File: config.mk
export PLATFORM = sky130hd
export DESIGN_NAME = flash_cmd_decoder
export DESIGN_NICKNAME = d
export VERILOG_FILES = /design/src/rtl/fcd_pkg.sv /design/src/rtl/fcd_classify.sv /design/src/rtl/fcd_sequencer.sv /design/src/rtl/flash_cmd_decoder.sv
export SDC_FILE = /design/constraint.sdc
export NUM_CORES = 1
export LEC_CHECK = 0
export BUFFER_PORTS_ARGS = -buffer_cell sky130_fd_sc_hd__buf_2
export CORE_MARGIN = 4
export CORE_UTILIZATION = 52
export CTS_CLUSTER_DIAMETER = 30
export DETAILED_ROUTE_END_ITERATION = 10
export GPL_ROUTABILITY_DRIVEN = 0
export PLACE_DENSITY = 0.86
export SYNTH_ARGS = -nofsm -noshare
export SYNTH_HDL_FRONTEND = slang
export SYNTH_SLANG_ARGS = --single-unit
File: constraint.sdc
create_clock -name clk -period 2.63 [get_ports clk]
set_input_delay 0.3945 -clock clk [delete_from_list [all_inputs] [get_ports clk]]
set_output_delay 0.3945 -clock clk [all_outputs]
set_load 0.005 [all_outputs]
File: src/rtl/fcd_pkg.sv
`timescale 1ns/1ps
package fcd_pkg;

    typedef enum logic [1:0] {
        MODE_READ   = 2'd0,
        MODE_IDENT  = 2'd1,
        MODE_BYPASS = 2'd2
    } mode_e;

    typedef enum logic [3:0] {
        ST_IDLE,
        ST_UNL1,
        ST_UNL2,
        ST_PGM_ADDR,
        ST_ER3,
        ST_ER4,
        ST_ER5,
        ST_BYP_PGM,
        ST_BYP_EXIT
    } step_e;

    typedef enum logic [1:0] {
        OP_NONE,
        OP_PGM,
        OP_ERASE
    } op_e;

    localparam int NCODE = 9;
    localparam int C_AA = 0;
    localparam int C_55 = 1;
    localparam int C_A0 = 2;
    localparam int C_80 = 3;
    localparam int C_10 = 4;
    localparam int C_90 = 5;
    localparam int C_20 = 6;
    localparam int C_F0 = 7;
    localparam int C_00 = 8;

    function automatic logic [7:0] code_val(input int idx);
        case (idx)
            C_AA:    code_val = 8'hAA;
            C_55:    code_val = 8'h55;
            C_A0:    code_val = 8'hA0;
            C_80:    code_val = 8'h80;
            C_10:    code_val = 8'h10;
            C_90:    code_val = 8'h90;
            C_20:    code_val = 8'h20;
            C_F0:    code_val = 8'hF0;
            default: code_val = 8'h00;
        endcase
    endfunction

    typedef struct packed {
        logic             at_lead;
        logic             at_mid;
        logic [NCODE-1:0] hit;
    } wr_class_t;

endpackage

File: src/rtl/fcd_classify.sv
`timescale 1ns/1ps
module fcd_classify
    import fcd_pkg::*;
#(
    parameter int ADDR_W = 16,
    parameter int DATA_W = 8,
    parameter int CMP_W  = 11
) (
    input  logic [ADDR_W-1:0] addr,
    input  logic [DATA_W-1:0] data,
    output wr_class_t         cls
);
    localparam logic [CMP_W-1:0] LEAD_ADDR = CMP_W'(12'h555);
    localparam logic [CMP_W-1:0] MID_ADDR  = CMP_W'(12'h2AA);

    // only the low CMP_W address bits take part in matching
    assign cls.at_lead = (addr[CMP_W-1:0] == LEAD_ADDR);
    assign cls.at_mid  = (addr[CMP_W-1:0] == MID_ADDR);

    generate
        for (genvar i = 0; i < NCODE; i++) begin : g_code
            assign cls.hit[i] = (data == DATA_W'(code_val(i)));
        end
    endgenerate

endmodule

File: src/rtl/fcd_sequencer.sv
`timescale 1ns/1ps
module fcd_sequencer
    import fcd_pkg::*;
#(
    parameter int ADDR_W = 16,
    parameter int DATA_W = 8
) (
    input  logic              clk,
    input  logic              rst_n,
    input  logic              wr_valid,
    input  logic [ADDR_W-1:0] wr_addr,
    input  logic [DATA_W-1:0] wr_data,
    input  wr_class_t         cls,
    input  logic              ctl_busy,
    input  logic              ctl_error,
    output logic [1:0]        mode,
    output logic              pgm_start,
    output logic [ADDR_W-1:0] pgm_addr,
    output logic [DATA_W-1:0] pgm_data,
    output logic              erase_start,
    output logic              cancel
);
    typedef struct packed {
        mode_e             mode;
        step_e             step;
        op_e               op;
        logic              pgm_go;
        logic              erase_go;
        logic              cancel;
        logic [ADDR_W-1:0] pa;
        logic [DATA_W-1:0] pd;
    } state_t;

    state_t q, d;

    logic unl_a, unl_b, is_f0;
    assign unl_a = cls.at_lead && cls.hit[C_AA];
    assign unl_b = cls.at_mid  && cls.hit[C_55];
    assign is_f0 = cls.hit[C_F0];

    always_comb begin
        d          = q;
        d.pgm_go   = 1'b0;
        d.erase_go = 1'b0;
        d.cancel   = 1'b0;
        if (wr_valid) begin
            if (ctl_busy && q.op == OP_PGM) begin
                d = d;  // program in flight: write dropped
            end else if (ctl_busy || ctl_error) begin
                if (q.mode == MODE_BYPASS) begin
                    d.cancel = is_f0;
                    d.step   = ST_IDLE;
                end else begin
                    unique case (q.step)
                        ST_IDLE: begin
                            if (is_f0) begin
                                d.cancel = 1'b1;
                                d.mode   = MODE_READ;
                                d.step   = ST_IDLE;
                            end else begin
                                d.step = unl_a ? ST_UNL1 : ST_IDLE;
                            end
                        end
                        ST_UNL1: d.step = unl_b ? ST_UNL2 : ST_IDLE;
                        ST_UNL2: begin
                            d.step = ST_IDLE;
                            if (is_f0) begin
                                d.cancel = 1'b1;
                                d.mode   = MODE_READ;
                            end
                        end
                        default: d.step = ST_IDLE;
                    endcase
                end
            end else if (q.mode == MODE_BYPASS) begin
                unique case (q.step)
                    ST_IDLE: begin
                        if (cls.hit[C_A0])      d.step = ST_BYP_PGM;
                        else if (cls.hit[C_90]) d.step = ST_BYP_EXIT;
                        else                    d.step = ST_IDLE;
                    end
                    ST_BYP_PGM: begin
                        d.pgm_go = 1'b1;
                        d.pa     = wr_addr;
                        d.pd     = wr_data;
                        d.op     = OP_PGM;
                        d.step   = ST_IDLE;
                    end
                    ST_BYP_EXIT: begin
                        if (cls.hit[C_00]) d.mode = MODE_READ;
                        d.step = ST_IDLE;
                    end
                    default: d.step = ST_IDLE;
                endcase
            end else begin
                // any unmatched write falls back to read mode
                d.mode = MODE_READ;
                d.step = ST_IDLE;
                unique case (q.step)
                    ST_IDLE: begin
                        if (is_f0) begin
                            d.cancel = 1'b1;
                        end else if (unl_a) begin
                            d.mode = q.mode;
                            d.step = ST_UNL1;
                        end
                    end
                    ST_UNL1: begin
                        if (unl_b) begin
                            d.mode = q.mode;
                            d.step = ST_UNL2;
                        end
                    end
                    ST_UNL2: begin
                        if (is_f0) begin
                            d.cancel = 1'b1;
                        end else if (cls.at_lead && cls.hit[C_90]) begin
                            d.mode = MODE_IDENT;
                        end else if (cls.at_lead && cls.hit[C_20]) begin
                            d.mode = MODE_BYPASS;
                        end else if (cls.at_lead && cls.hit[C_A0]) begin
                            d.mode = q.mode;
                            d.step = ST_PGM_ADDR;
                        end else if (cls.at_lead && cls.hit[C_80]) begin
                            d.mode = q.mode;
                            d.step = ST_ER3;
                        end
                    end
                    ST_PGM_ADDR: begin
                        d.pgm_go = 1'b1;
                        d.pa     = wr_addr;
                        d.pd     = wr_data;
                        d.op     = OP_PGM;
                    end
                    ST_ER3: begin
                        if (unl_a) begin
                            d.mode = q.mode;
                            d.step = ST_ER4;
                        end
                    end
                    ST_ER4: begin
                        if (unl_b) begin
                            d.mode = q.mode;
                            d.step = ST_ER5;
                        end
                    end
                    ST_ER5: begin
                        if (cls.at_lead && cls.hit[C_10]) begin
                            d.erase_go = 1'b1;
                            d.op       = OP_ERASE;
                        end
                    end
                    default: d.step = ST_IDLE;
                endcase
            end
        end
    end

    always_ff @(posedge clk) begin
        if (!rst_n) begin
            q <= '{mode: MODE_READ, step: ST_IDLE, op: OP_NONE,
                   pgm_go: 1'b0, erase_go: 1'b0, cancel: 1'b0,
                   pa: '0, pd: '0};
        end else begin
            q <= d;
        end
    end

    assign mode        = q.mode;
    assign pgm_start   = q.pgm_go;
    assign pgm_addr    = q.pa;
    assign pgm_data    = q.pd;
    assign erase_start = q.erase_go;
    assign cancel      = q.cancel;


    pulse_single_chk: assert property (@(posedge clk) disable iff (!rst_n)
        (q.pgm_go || q.erase_go || q.cancel) |=> !(q.pgm_go || q.erase_go || q.cancel));


    pulse_exclusive_chk: assert property (@(posedge clk) disable iff (!rst_n)
        $onehot0({q.pgm_go, q.erase_go, q.cancel}));


    pgm_busy_ignore_chk: assert property (@(posedge clk) disable iff (!rst_n)
        (wr_valid && ctl_busy && q.op == OP_PGM)
        |=> (!q.pgm_go && !q.erase_go && !q.cancel && $stable(q.mode)));


    mode_hold_chk: assert property (@(posedge clk) disable iff (!rst_n)
        !wr_valid |=> $stable(q.mode));


    err_block_chk: assert property (@(posedge clk) disable iff (!rst_n)
        (wr_valid && ctl_error && !cls.hit[C_F0]) |=> (!q.pgm_go && !q.erase_go && !q.cancel));


    pgm_capture_chk: assert property (@(posedge clk) disable iff (!rst_n)
        q.pgm_go |-> ($past(wr_valid) && q.pa == $past(wr_addr) && q.pd == $past(wr_data)));

endmodule

File: src/rtl/flash_cmd_decoder.sv
`timescale 1ns/1ps
module flash_cmd_decoder
    import fcd_pkg::*;
#(
    parameter int ADDR_W = 16,
    parameter int DATA_W = 8,
    parameter int CMP_W  = 11
) (
    input  logic              clk,
    input  logic              rst_n,
    input  logic              wr_valid,
    input  logic [ADDR_W-1:0] wr_addr,
    input  logic [DATA_W-1:0] wr_data,
    input  logic              ctl_busy,
    input  logic              ctl_error,
    output logic [1:0]        mode,
    output logic              pgm_start,
    output logic [ADDR_W-1:0] pgm_addr,
    output logic [DATA_W-1:0] pgm_data,
    output logic              erase_start,
    output logic              cancel
);
    wr_class_t cls;

    fcd_classify #(.ADDR_W(ADDR_W), .DATA_W(DATA_W), .CMP_W(CMP_W)) u_classify (
        .addr (wr_addr),
        .data (wr_data),
        .cls  (cls)
    );

    fcd_sequencer #(.ADDR_W(ADDR_W), .DATA_W(DATA_W)) u_seq (
        .clk         (clk),
        .rst_n       (rst_n),
        .wr_valid    (wr_valid),
        .wr_addr     (wr_addr),
        .wr_data     (wr_data),
        .cls         (cls),
        .ctl_busy    (ctl_busy),
        .ctl_error   (ctl_error),
        .mode        (mode),
        .pgm_start   (pgm_start),
        .pgm_addr    (pgm_addr),
        .pgm_data    (pgm_data),
        .erase_start (erase_start),
        .cancel      (cancel)
    );

endmodule

# --- After elaboration in Yosys (flattened, before gate mapping) ---
# Index checks and enable logic that the tools add are counted.
op_classes:
  div: 0
  reduce_logical: 21
  bitwise: 5
  n_addsub: 0
  n_eq_ne: 33
  n_lt_le_gt_ge: 0
  mul: 0
  mux: 42
  n_shift: 0
ops:
  columns: ["operator", "n"]
  rows:
  - ["24-bit 2-to-1 mux", 3]
  - ["6-bit 2-to-1 mux", 9]
  - ["8-bit == test (second input constant)", 5]
  - ["4-bit 2-to-1 mux", 7]
  - ["4-bit case mux with 5 select lines", 1]
  - ["2-bit 2-to-1 mux", 9]
  - ["4-bit by 3-bit == test with 1-bit output (second input constant)", 4]
  - ["4-bit inequality test (second input constant)", 4]
  - ["13-bit AND reduction", 1]
  - ["6-bit by 2-bit inequality test with 1-bit output (second input constant)", 2]
  - ["11-bit by 10-bit == test with 1-bit output (second input constant)", 1]
  - ["11-bit == test (second input constant)", 1]
  - ["2-bit inequality test (second input constant)", 5]
  - ["2-bit case mux with 5 select lines", 1]
  - ["9-bit 2-to-1 mux", 1]
  - ["4-bit by 2-bit == test with 1-bit output (second input constant)", 2]
  - ["8-bit by 5-bit == test with 1-bit output (second input constant)", 1]
  - ["8-bit by 6-bit == test with 1-bit output (second input constant)", 1]
  - ["8-bit by 7-bit == test with 1-bit output (second input constant)", 1]
  - ["1-bit logical AND", 8]
  - ["8-bit zero test", 1]
  - ["1-bit 2-to-1 mux", 8]
  - ["4-bit case mux with 2 select lines", 1]
  - ["6-bit AND reduction", 1]
  - ["19 further kinds", 23]
totals:
  register_bits: 35
  latchBits: 0
  rom_bits: 0
  output_inout_bits: 29
  mem_bits_rw: 0
  n_memories: 0

# --- Depth between registers and ports, before layout ---
# Gate-level depths: netlist (run 1).
depth:
  word_depth: 10
  ltp_mapped: 8
  mapped_depth_nobuf: 6

# --- By module ---
# A second synthesis (run 1) with hierarchy kept.
hier_totals:
  hier_cells: 222
  area_unflattened_um2: 1998.2
by_module_without_submodules:
  columns: ["module", "area_each_um2", "seq_area_each_um2", "cells_per_inst", "instances"]
  rows:
  - ["fcd_sequencer", 1821.7, 700.7, 195, 1]
  - ["fcd_classify", 176.4, 0.0, 27, 1]

# --- Worst setup path before layout (run 1) ---
# Ideal clock, no wire load.
synth_path:
  kind: "input to register"
  from: "input wr_data[0]"
  to: "register u_seq.q, in the netlist u_seq.mode[0]"
  path_buffers: 0
  t_required_ns: 2.546
  t_arrival_ns: 2.130
  path_slack_ns: 0.416
  cell_stages: 5
  cell_sequence: "or4_4 -> or2_4 -> o31a_1 -> or4b_4 -> o31ai_2"
synth_between:
  elab_chain_len: 8
  word_cells_on_any_way: 30
  cone_classes: "eq/ne (15); mux (7); reduce/logical (8)"
synth_lines:
  columns: ["item", "line", "text"]
  rows:
  - ["from (decl)", "flash_cmd_decoder.sv:13", "input logic [DATA_W-1:0] wr_data,"]
  - ["8-bit by 6-bit == test with 1-bit output", "fcd_classify.sv:22", "assign cls.hit[i] = (data == DATA_W'(code_val(i)));"]
  - ["1-bit logical AND", "fcd_sequencer.sv:119", "end else if (cls.at_lead && cls.hit[C_20]) begin"]
  - ["2-bit 2-to-1 mux", "fcd_sequencer.sv:119", null]
  - ["2-bit 2-to-1 mux", "fcd_sequencer.sv:117", "end else if (cls.at_lead && cls.hit[C_90]) begin"]
  - ["6-bit 2-to-1 mux", "fcd_sequencer.sv:115", "if (is_f0) begin"]
  - ["2-bit case mux with 5 select lines", "fcd_sequencer.sv:99", "unique case (q.step)"]
  - ["9-bit 2-to-1 mux", "fcd_sequencer.sv:75", "end else if (q.mode == MODE_BYPASS) begin"]
  - ["6-bit 2-to-1 mux", "fcd_sequencer.sv:49", "end else if (ctl_busy || ctl_error) begin"]
  - ["to (signal assigned)", "fcd_sequencer.sv:161", "q <= '{mode: MODE_READ, step: ST_IDLE, op: OP_NONE,"]
  - ["to (decl)", "fcd_sequencer.sv:34", "state_t q, d;"]
# Parallel ways exist; a longest one is shown, timed or not.
# A chain may end at the register's enable or synchronous reset.

# --- Worst setup path in the final report (run 1) ---
layout_path:
  from: "input wr_data[7]"
  to: "register u_seq.q, in the netlist u_seq.mode[0]"
# Same word-level chain as after synthesis.

==> metrics.txt, run 1 <==
maximum clock frequency=452 MHz; worst setup path end=u_seq.mode[0]; post-synthesis net count=280; post-route minimum period=roughly 2.2 ns; outcome=complete, no violations; hold buffer count at CTS=0; vias post-DR=1,867; Wirelength per Cell=14.4 um; worst ir drop on vdd=roughly 0.25 mV; number of nets in the layout=between 300 and 400; Crit Reg-Reg Endpoint=u_seq.mode[0]; number of buffers on the longest clock path=2; wire length of the first global-routing pass=about 8000 um; worst clock skew on the final layout=just over 0.009 ns; Crit Path Category=in -> reg; kind of end point of the critical path=register; count of routing violations after the opening detailed-route iteration=around 110; Setup Viol. Count Final=0; Row Count=22; area grow syn2layout=12.6%; P per Cell Area=between 400 and 500 nW/um^2; number of enable-type register cells in the synthesized netlist=0; ant diodes=0; fraction of layout cells with a size suffix above 1=roughly 30%; clock transition time at the flip-flop clock pins of the worst setup and hold paths=approximately 0.07 ns; vias per cell=5.62; Total Die Area=about 5000 sq um; r2r setup slk=around 0.47 ns; end-of-flow core utilization=between 60% and 70%; flip-flop and latch count after synthesis=35; Num CTS Buffers=5; number of antenna violations at the first check in global routing=0; period utilization=84.1%; number of global-route vias before repair=1,711; remaining number of nets flagged by the antenna check after routing=0; number of synthesis warnings=0; GRT Util Overall=between 20% and 30%; DRC errors left=0; Worst-Skew Late Latency=about 0.29 ns; most repeated cell in the gate-level netlist after synthesis=sky130_fd_sc_hd__nand2_1; count of buffers from port buffering=57; part of the Yosys area used for sequential elements=between 30% and 40%; Std-Cell Core Area=between 3000 and 4000 sq um; I/O Pins=slightly below 60; # H-tree levels=2; cell types occupying the most area after synthesis=sky130_fd_sc_hd__dfxtp_1 35%, sky130_fd_sc_hd__nand2_1 11%, sky130_fd_sc_hd__buf_4 9.7%; Synth Cell Area=between 2000 and 2500 sq um; Max Transition Viols Final=0; Static Leak=~0.9 nW; critical path startpoint=wr_data[7]; total wire length=approximately 4800 um; gate count after technology mapping=about 250; post-DP HPWL=between 3000 and 4000 um; number of max-capacitance violations reported=0; syn avg cell area=8.00 sq um; router iterations before antenna repair=4; total power after layout=between 1 and 1.5 mW; Post-CTS Repair Setup Buffers=0; worst-case reg-to-reg path depth=6; normalized max-slew margin=61.4%; effective utilization at floorplan=between 50% and 60%; Primary FF master, synth=sky130_fd_sc_hd__dfxtp_1; Hold WC Path Type=in -> reg; unrepaired setup endpoints after global routing=no; total overflow reported by the global router=0; arrival time at the worst endpoint=around 2.4 ns; die outline width=between 70 and 80 um; final sum of negative setup slack=0 ns; clock sink count=35; data required time of the critical path=2.84 ns; async set-or-reset flop fraction in the synthesized netlist=0%; biggest area consumer among synthesized cells=sky130_fd_sc_hd__dfxtp_1; Yosys cell types=a little over 50; most instantiated cells after synthesis=58 x sky130_fd_sc_hd__nand2_1, 35 x sky130_fd_sc_hd__dfxtp_1, 26 x sky130_fd_sc_hd__buf_4; fraction of synthesized cell area taken by the top area cell type=34.9%; Crit Reg-Reg Startpoint=u_seq.q[32]; critical path fanouts, max=5; actual transition at the worst max-transition pin=between 0.5 and 0.6 ns; CTS tree=built; count of instances resized after the clock tree is built=0; Root Buffer Master=sky130_fd_sc_hd__clkbuf_8; final hold vios=0; type of origin of the critical path=primary input; die extent in y=70.1 um; largest net degree at the start of global routing=37
-- final cells by class --
| cell class | count | area, sq um |
|---|---|---|
| Tap cell | 48 | 60.1 |
| Inverter | 1 | 3.75 |
| Sequential cell | 35 | 701 |
| Fill cell | 360 | 1430 |
| Clock inverter | 2 | 12.5 |
| Timing Repair Buffer | 65 | 358 |
| Clock buffer | 6 | 72.6 |
| Multi-Input combinational cell | 175 | 1050 |
-- state kept, by name, indices dropped and copies added (netlist names) --
signal and flops:
u_seq.cancel 1, u_seq.pgm_addr 16, u_seq.q 6, u_seq.pgm_start 1, u_seq.mode 2, u_seq.pgm_data 8, u_seq.erase_start 1
-- power breakdown --
part / switching, mW / total (mW) / internal [mW]
clock: 0.197 / 0.382 / 0.185
combinational: 0.0453 / 0.0848 / 0.0395
sequential: 0.00331 / 0.535 / 0.532
-- cells by family (layout without fill, tap and decap cells) --
kind of cell    count (synthesis)  after routing  synth area share [%]
compound gates                 52             52                  19.6
buf+inv                        41             74                  12.6
xor+xnor                        1              1                 0.436
mux                             3              3                  1.62
flops                          35             35                  34.9
simple gates                  119            119                  30.8
-- through the flow --
step                std cells  instance area, sq um  hold slack (ns)  worst slack (ns)
floorplan                 251                  2010            0.438             0.416
global placement          324                  2180            0.445             0.223
detailed placement        324                  2180            0.452             0.149
CTS                       332                  2260            0.351             0.445
global route              332                  2260            0.347             0.376
finish                    332                  2260            0.352             0.418
-- worst min-delay path by stage --
stage,endpoint,from,slack [ns],cells past startpoint
after global routing,u_seq.pgm_addr[12],wr_addr[12],0.35,3
after detailed placement,u_seq.pgm_addr[8],u_seq.pgm_addr[8],0.45,2
after global placement,u_seq.pgm_addr[14],u_seq.pgm_addr[14],0.44,2
final,u_seq.pgm_addr[12],wr_addr[12],0.35,3
after CTS,u_seq.pgm_addr[14],wr_addr[14],0.35,3
after floorplan,u_seq.q[27],u_seq.q[27],0.44,2
-- per-layer routing --
metal / wire [um] / GRT usage [%] / part of all wire [%]
met5: 0 / 0 / 0
met2: 2190 / 31.7 / 46
met3: 425 / 7.19 / 8.9
met4: 55 / 6.17 / 1.2
met1: 2110 / 26.0 / 44
-- cells in the final DEF (no fill, tap or decap), drive strengths merged, types with 2 or more instances in the layout --
cell / n
o21ai: 8
nand3: 4
clkbuf: 6
nor3: 4
mux2: 2
o21a: 2
o31a: 2
nand4: 5
nor4bb: 5
nand3b: 2
nor2b: 4
nor4: 3
o211ai: 2
or3: 3
a21boi: 25
or4b: 3
or4: 3
nor2: 11
o221a: 2
nand2: 58
nand2b: 5
and2: 2
dfxtp: 35
buf: 65
-- critical path: stages --
cell and delay (ns):
sky130_fd_sc_hd__buf_2 0.13, sky130_fd_sc_hd__or4b_2 0.68, sky130_fd_sc_hd__or4_1 0.57, sky130_fd_sc_hd__o311ai_1 0.38, sky130_fd_sc_hd__o211ai_1 0.18, sky130_fd_sc_hd__o31ai_2 0.09
Note: power is estimated with default switching activity, not from simulation.
==> inputs of run 2 (changes only) <==
Clock period 2.63 ns to 2.1 ns, I/O delays scaled along.
==> metrics.txt, run 2 (synthesized netlist as in run 1, its figures left out) <==
critical path's slowest cell=sky130_fd_sc_hd__or4b_4; type of origin of the critical path=register; maximum clock frequency=between 400 and 500 MHz; Crit Reg-Reg Endpoint=u_seq.mode[0]; hold buffer count at CTS=0 (unchanged); total power after layout=1.41 mW (+40%); effective utilization at floorplan=54.4% (unchanged); period utilization=a little over nine tenths; Root Buffer Master=sky130_fd_sc_hd__clkbuf_8; cells traversed along the worst timing path=nor2_2 > or4b_4 > or4_4 > o311ai_4 > o211ai_1 > o31ai_2; Max Transition Viols Final=0 (unchanged); GRT Util Overall=20.7% (+0.46 points); number of nets in the layout=333 (+6.7%); I/O Pins=58 (unchanged); Crit Path Category=reg -> reg; depth of the worst hold-timing path=3 (unchanged); data required time of the critical path=2.31 ns (-0.53 ns); Post-CTS Repair Setup Buffers=0 (unchanged); vias per cell=5.49 (-2.4%); Total Die Area=4920 sq um (unchanged); flip-flop count of the largest register, all copies and words added=16 (unchanged); ant diodes=0 (unchanged); actual transition at the worst max-transition pin=0.527 ns (-0.0467 ns); leading cell type in the layout, fill and taps excluded=sky130_fd_sc_hd__nand2_1; die extent in y=70.1 um (unchanged); Wirelength per Cell=14.1 um (-1.8%); Buf/Inv on CP=0 (-1); Crit Reg-Reg Startpoint=u_seq.q[32]; P per Cell Area=569 nW/um^2 (+28%); critical path fanouts, max=2 (-3); Setup Viol. Count Final=0 (unchanged); worst clock skew on the final layout=0.00745 ns (-0.00179 ns); number of global-route vias before repair=1,881 (+9.9%); vias post-DR=1,937 (+3.7%); CTS tree=built; count of buffers from port buffering=57 (unchanged); clock transition time at the flip-flop clock pins of the worst setup and hold paths=0.07 ns (about the same); largest net degree at the start of global routing=37 (unchanged); normalized max-slew margin=64.8% (+3.4 points); total number of cells along the worst setup path=6 (unchanged); number of antenna violations at the first check in global routing=0 (unchanged); arrival time at the worst endpoint=2.27 ns (-0.15 ns); CP peak stage delay=0.49 ns (-0.19 ns); # H-tree levels=2 (unchanged); clock sink count=35 (unchanged); critical path startpoint=u_seq.q[32]; post-DP HPWL=3790 um (+7.8%); count of routing violations after the opening detailed-route iteration=128 (+14%); Worst-Skew Late Latency=0.30 ns (about the same); worst ir drop on vdd=0.359 mV (+44%); Std-Cell Core Area=3690 sq um (unchanged); total wire length=4990 um (+4.5%); remaining number of nets flagged by the antenna check after routing=0 (unchanged); DRC errors left=0 (unchanged); Hold WC Path Type=in -> reg; Static Leak=1.03 nW (+15%); fraction of layout cells with a size suffix above 1=35.7% (+6.5 points); wire length of the first global-routing pass=8310 um (+4.2%); area grow syn2layout=23.2%; r2r setup slk=0.03 ns (-0.44 ns); final hold vios=0 (unchanged); Row Count=22 (unchanged); end-of-flow core utilization=67.1% (+5.8 points); post-route minimum period=slightly above 2 ns; number of buffers on the longest clock path=2 (unchanged); commonest non-fill, non-tap cells in the layout=58 x sky130_fd_sc_hd__nand2_1, 57 x sky130_fd_sc_hd__buf_2, 35 x sky130_fd_sc_hd__dfxtp_1; router iterations before antenna repair=4 (unchanged); worst setup path end=u_seq.mode[0]; Num CTS Buffers=5 (unchanged); die outline width=70.1 um (unchanged); kind of end point of the critical path=register; outcome=complete, no violations; number of max-capacitance violations reported=0 (unchanged); cell family with most CP delay=simple AND/OR/NAND/NOR gates; worst-case reg-to-reg path depth=6 (unchanged); fillers=342 (-5.0%); total overflow reported by the global router=0 (unchanged); Final Hold Slack=0.263 ns (-0.0890 ns)
run 2: how the worst min path moves through the flow:
stage | start | endpoint | slack [ns]
2_1_floorplan | u_seq.q[27] | u_seq.q[27] | 0.44
3_3_place_gp | u_seq.pgm_addr[13] | u_seq.pgm_addr[13] | 0.45
3_5_place_dp | u_seq.pgm_addr[8] | u_seq.pgm_addr[8] | 0.45
4_1_cts | wr_addr[13] | u_seq.pgm_addr[13] | 0.26
5_1_grt | wr_addr[11] | u_seq.pgm_addr[11] | 0.28
6_report | wr_addr[13] | u_seq.pgm_addr[13] | 0.26
run 2: where the power goes:
part | internal (mW) | switching (mW) | total (mW)
clock network | 0.353 | 0.252 | 0.606
registers | 0.666 | 0.00273 | 0.669
logic | 0.0678 | 0.0648 | 0.133
run 2: worst min-delay path, cell delays in order:
cell and delay (ns):
sky130_fd_sc_hd__buf_2 0.09, sky130_fd_sc_hd__nand2_1 0.04, sky130_fd_sc_hd__a21boi_0 0.06
run 2: per-stage QoR:
| step | TNS, ns | setup slack, ns | std cells | instance area [sq um] |
|---|---|---|---|---|
| finish | 0 | 0.0335 | 353 | 2470 |
| global route | -0.00249 | -0.00249 | 353 | 2470 |
| CTS | 0 | 0.0336 | 353 | 2450 |
| detailed placement | -0.547 | -0.220 | 345 | 2330 |
| global placement | -0.393 | -0.204 | 345 | 2330 |
| floorplan | 0 | 0.00136 | 251 | 2010 |
run 2: final cells by class:
type / count / area (sq um) / area share, %
Multi-Input combinational cell: 175 / 1080 / 43.7
Timing Repair Buffer: 86 / 515 / 20.8
Tap cell: 48 / 60.1 / 2.43
Clock inverter: 3 / 43.8 / 1.77
Inverter: 1 / 3.75 / 0.152
Sequential cell: 35 / 701 / 28.3
Clock buffer: 5 / 68.8 / 2.78
run 2: metal layers:
metal / global-route usage, % / wire length (um) / vias up
met5: 0 / 0 / -
met4: 10.0 / 107 / 0
met3: 5.32 / 366 / 10
met2: 34.9 / 2490 / 73
met1: 24.2 / 2030 / 900
li1: - / - / 954
run 2: what timing repair did:
action	4_1_cts	5_1_grt
resized for setup	1	4
gates cloned	0	0
endpoints found under the setup margin	2	2
pin swaps	0	1
